$ cat config.mk
export PLATFORM = sky130hd
export DESIGN_NAME = tlb_perm_rec
export DESIGN_NICKNAME = d
export VERILOG_FILES = /design/src/rtl/tlb_perm_pkg.sv /design/src/rtl/tlb_perm_rec.sv
export SDC_FILE = /design/constraint.sdc
export NUM_CORES = 1
export LEC_CHECK = 0
export ABC_AREA = 1
export BUFFER_PORTS_ARGS = -buffer_cell sky130_fd_sc_hd__buf_2
export CAP_MARGIN = 25
export CORE_MARGIN = 3
export CORE_UTILIZATION = 48
export DETAILED_ROUTE_END_ITERATION = 12
export GPL_ROUTABILITY_DRIVEN = 0
export GPL_TIMING_DRIVEN = 0
export PLACE_DENSITY = 0.84
export SETUP_SLACK_MARGIN = 0.3
export SLEW_MARGIN = 20
export SYNTH_ARGS = -nofsm -noshare
export SYNTH_HDL_FRONTEND = slang
export SYNTH_SLANG_ARGS = --single-unit
$ cat constraint.sdc
create_clock -name clk_i -period 1.65 [get_ports clk_i]
set_input_delay 0.165 -clock clk_i [delete_from_list [all_inputs] [get_ports clk_i]]
set_output_delay 0.165 -clock clk_i [all_outputs]
set_load 0.02 [all_outputs]
$ cat src/rtl/tlb_perm_pkg.sv
package tlb_perm_pkg;
  localparam int unsigned KIND_W  = 3;
  localparam int unsigned CAUSE_W = 5;

  typedef enum logic [KIND_W-1:0] {
    ACC_FETCH = 3'd0,
    ACC_LOAD  = 3'd1,
    ACC_STORE = 3'd2,
    ACC_RSVD  = 3'd3,
    ACC_INIT_IDX  = 3'd4,
    ACC_INIT_ADR  = 3'd5,
    ACC_FLSH_IDX  = 3'd6,
    ACC_FLSH_ADR  = 3'd7
  } acc_kind_e;

  localparam logic [CAUSE_W-1:0] CAUSE_X = 5'd14;
  localparam logic [CAUSE_W-1:0] CAUSE_R = 5'd15;
  localparam logic [CAUSE_W-1:0] CAUSE_W_ = 5'd16;
endpackage

$ cat src/rtl/tlb_perm_rec.sv
module tlb_perm_rec
  import tlb_perm_pkg::*;
#(
  parameter int unsigned ADDR_W = 32
) (
  input  logic               clk_i,
  input  logic               rst_ni,
  input  logic               cap_i,
  input  logic [CAUSE_W-1:0] cause_i,
  input  logic [KIND_W-1:0]  kind_i,
  input  logic [ADDR_W-1:0]  addr_i,
  output logic               fault_o,
  output logic [CAUSE_W-1:0] cause_o,
  output logic [KIND_W-1:0]  kind_o,
  output logic [ADDR_W-1:0]  addr_o
);
  always_ff @(posedge clk_i or negedge rst_ni) begin
    if (!rst_ni) begin
      fault_o <= 1'b0;
      cause_o <= '0;
      kind_o  <= '0;
      addr_o  <= '0;
    end else begin
      fault_o <= cap_i;
      if (cap_i) begin
        cause_o <= cause_i;
        kind_o  <= kind_i;
        addr_o  <= addr_i;
      end
    end
  end

  p_hold_r8: assert property (@(posedge clk_i) disable iff (!rst_ni)
    !cap_i |=> $stable(cause_o) && $stable(kind_o) && $stable(addr_o));
  p_pulse_r2: assert property (@(posedge clk_i) disable iff (!rst_ni)
    cap_i |=> fault_o);
endmodule

==> results.tsv <==
stage	metric	value	unit
status	status	complete, no violations	
worst_setup_path	cp_max_fo	2	
detailed_routing	drc	0	
timing	setup_slack	0.589	ns
detailed_routing	drtIter0Drc	98	
power	p_per_area	940	nW/µm²
timing	fin_tns_setup	0	ns
detailed_routing	drtAntennaViolNets	0	
min_path	worstHoldEndpoint	addr_o[19]$_DFFE_PN0P_	
grt	grtUsageTotal	17.7	%
die	fp.dieW	64.3	µm
detailed_routing	dr.max_layer_used	met4	
power	power	2.04	mW
worst_setup_path	crit_type	reg2out	
final_layout	diodes	0	
final_layout	post-route-cell-area	2180	µm²
timing	slew_headroom	43.0	%
worst_setup_path	worstPathCellList	buf_2	
yosys	synthTopCellsByArea	dfrtp_1, nand2_1, nand2_2	
placed_design	place_area	2100	µm²
grt	grt_pass1_vias	1344	
yosys	synth_compound_area_share	0	%
yosys	synth_top_family_by_area	simple AND/OR/NAND/NOR gates	
die	rows	20	
die	die_area	4130	µm²
yosys	syn_inst	171	
grt	gr-total-overflow	0	
worst_setup_path	r2r_cells	2	
clock_network	clock-sinks	41	
grt	grt_max_degree	42	
detailed_routing	drt-total-wl	3300	µm
yosys	synth_largest_area_cell	dfrtp_1	
worst_setup_path	r2r_start	cause_o[2]$_DFFE_PN0P_	
yosys	synthAdderAreaFrac	0	%
timing	worst_pin_slew	0.855	ns
power	ir_drop	634	µV
detailed_routing	met3_length	256	µm
clock_network	htree_levels	2	
die	core	3150	µm²
placed_design	dp_hpwl	2430	µm
clock_network	cts-root-buf	clkbuf_4	
detailed_routing	dr_wl_met2	1620	µm
worst_setup_path	worst_ep_arrival_time	0.90	ns
worst_setup_path	reg2reg_slack	1.03	ns
worst_setup_path	slowest_delay	0.41	ns
timing	timing_hold_violations_final	0	
clock_network	clk_pin_slew	0.11	ns
yosys	synth-seq-area-share	62.9	%
timing	period_needed	1.06	ns
clock_network	cts_made_buffers	5	
placed_design	dp_worst_setup_slack	0.749	ns
final_layout	drive_above_1_share	41.4	%
placed_design	io_buffers	83	
final_layout	multiInputGateArea	475	µm²
timing	fmax	0.942	GHz
yosys	yosysUniqueCellTypes	7	
timing	rsz0062_at_grt	no	
power	p_leak	1.30	nW
final_layout	final_cell_mix	nand2_1, buf_2, dfrtp_1	
clock_network	insertion_delay	0.32	ns
min_path	hold_class	in2reg	
job	maxCapViolCount	0	
clock_network	cts_tree	done	
die	die_h	64.3	µm
final_layout	n_fill_cell	287	
detailed_routing	viasPerCell	4.46	
yosys	yosysTopAreaCellShare	62.9	%
timing	period_share	64.3	%
timing	fin_skew	0	ns
yosys	synth_warnings	0	
yosys	syn_avg_cell_area	9.53	µm²
clock_network	clk_path_buf_depth	2	
worst_setup_path	crit_buf_inv	1	
yosys	synthesis.nets	214	
yosys	ys_seq_elements	41	
yosys	yosys.area_share.simple	29.2	%
timing	finalSetupViolations	0	
detailed_routing	routedWlPerCell	10.7	µm
grt	grt_pass1_wl	5660	µm
final_layout	final_nets	306	
yosys	synth.area.mux_share	0	%
die	start_util	51.7	%
worst_setup_path	cp_slowest_cell	dfrtp_1	
worst_setup_path	crit_required	1.48	ns
worst_setup_path	cp-start-kind	register	
final_layout	layout_commonest_cell	nand2_1	
timing	finalMaxSlewViolations	0	
detailed_routing	firstDrtPassIters	4	
final_layout	syn_to_final_growth	33.5	%
min_path	hold_depth	3	
yosys	syn_area	1630	µm²
worst_setup_path	cp-end-kind	primary output	
detailed_routing	met1_length	1380	µm
detailed_routing	num_vias	1370	
worst_setup_path	rr_endpoint	cause_o[2]$_DFFE_PN0P_	
final_layout	regArea	1030	µm²
clock_network	cts_resized	0	
die	io_pins	84	
yosys	synth_xor_area_share	0	%
min_path	min-delay-start	addr_i[19]	
grt	antenna_found_initial	0	
worst_setup_path	critPathTopFamily	flip-flops	
==> synth_stat cells <==
master / instances
inv_8: 1
buf_12: 1
nand2_1: 110
nand2_2: 10
buf_6: 5
clkbuf_8: 3
dfrtp_1: 41
==> cell families (layout without fill, tap and decap cells) <==
kind of cell,Yosys count,in the layout
buf+inv,10,102
flops,41,41
simple gates,120,120
==> area by class of cell <==
class	instances	area share, %
repair buffers	85	20.0
inverters	1	0.518
flip-flops and latches	41	47.2
clock buffers	7	2.53
plain buffers	9	5.41
multi-input cells	120	21.9
well taps	44	2.53
==> routing by layer <==
metal  global-route usage, %  vias to the layer above
li1                        -                      692
met1                    20.9                      617
met2                    31.1                       56
met3                    3.69                        5
met4                    7.12                        0
met5                       0                        -
==> state kept, by name (all words and copies together), names as in the netlist <==
| signal | cells |
|---|---|
| cause_o | 5 |
| fault_o | 1 |
| addr_o | 32 |
| kind_o | 3 |
==> stage by stage <==
step | util [%] | hold WS, ns | std cells
final | 69.0 | 0.0241 | 307
after global routing | 69.0 | 0.00573 | 307
after CTS | 69.0 | 0.0101 | 307
after detailed placement | 66.6 | 0.309 | 298
after global placement | 66.6 | 0.306 | 298
after floorplan | - | -0.131 | 171
==> how the worst max path moves through the flow <==
| stage | slack (ns) | depth (start not counted) | end | startpoint |
|---|---|---|---|---|
| final | 0.59 | 1 | addr_o[5] | addr_o[5]$_DFFE_PN0P_ |
| after global routing | 0.46 | 2 | addr_o[15]$_DFFE_PN0P_ | rst_ni |
| after CTS | 0.56 | 1 | cause_o[2] | cause_o[2]$_DFFE_PN0P_ |
| after detailed placement | 0.75 | 1 | addr_o[19]$_DFFE_PN0P_ | rst_ni |
| after global placement | 0.74 | 1 | addr_o[19]$_DFFE_PN0P_ | rst_ni |
| after floorplan | 0.97 | 2 | addr_o[0]$_DFFE_PN0P_ | addr_o[0]$_DFFE_PN0P_ |
==> where the power goes <==
part	switching [mW]	internal, mW
Clock	0.279	0.201
Sequential	0.0466	1.09
Combinational	0.261	0.166
==> what timing repair did <==
item	CTS	global route
buffers inserted	0	0
hold endpoints to repair	42	0
hold buffers	2	0
(Power assumes the default switching activity.)
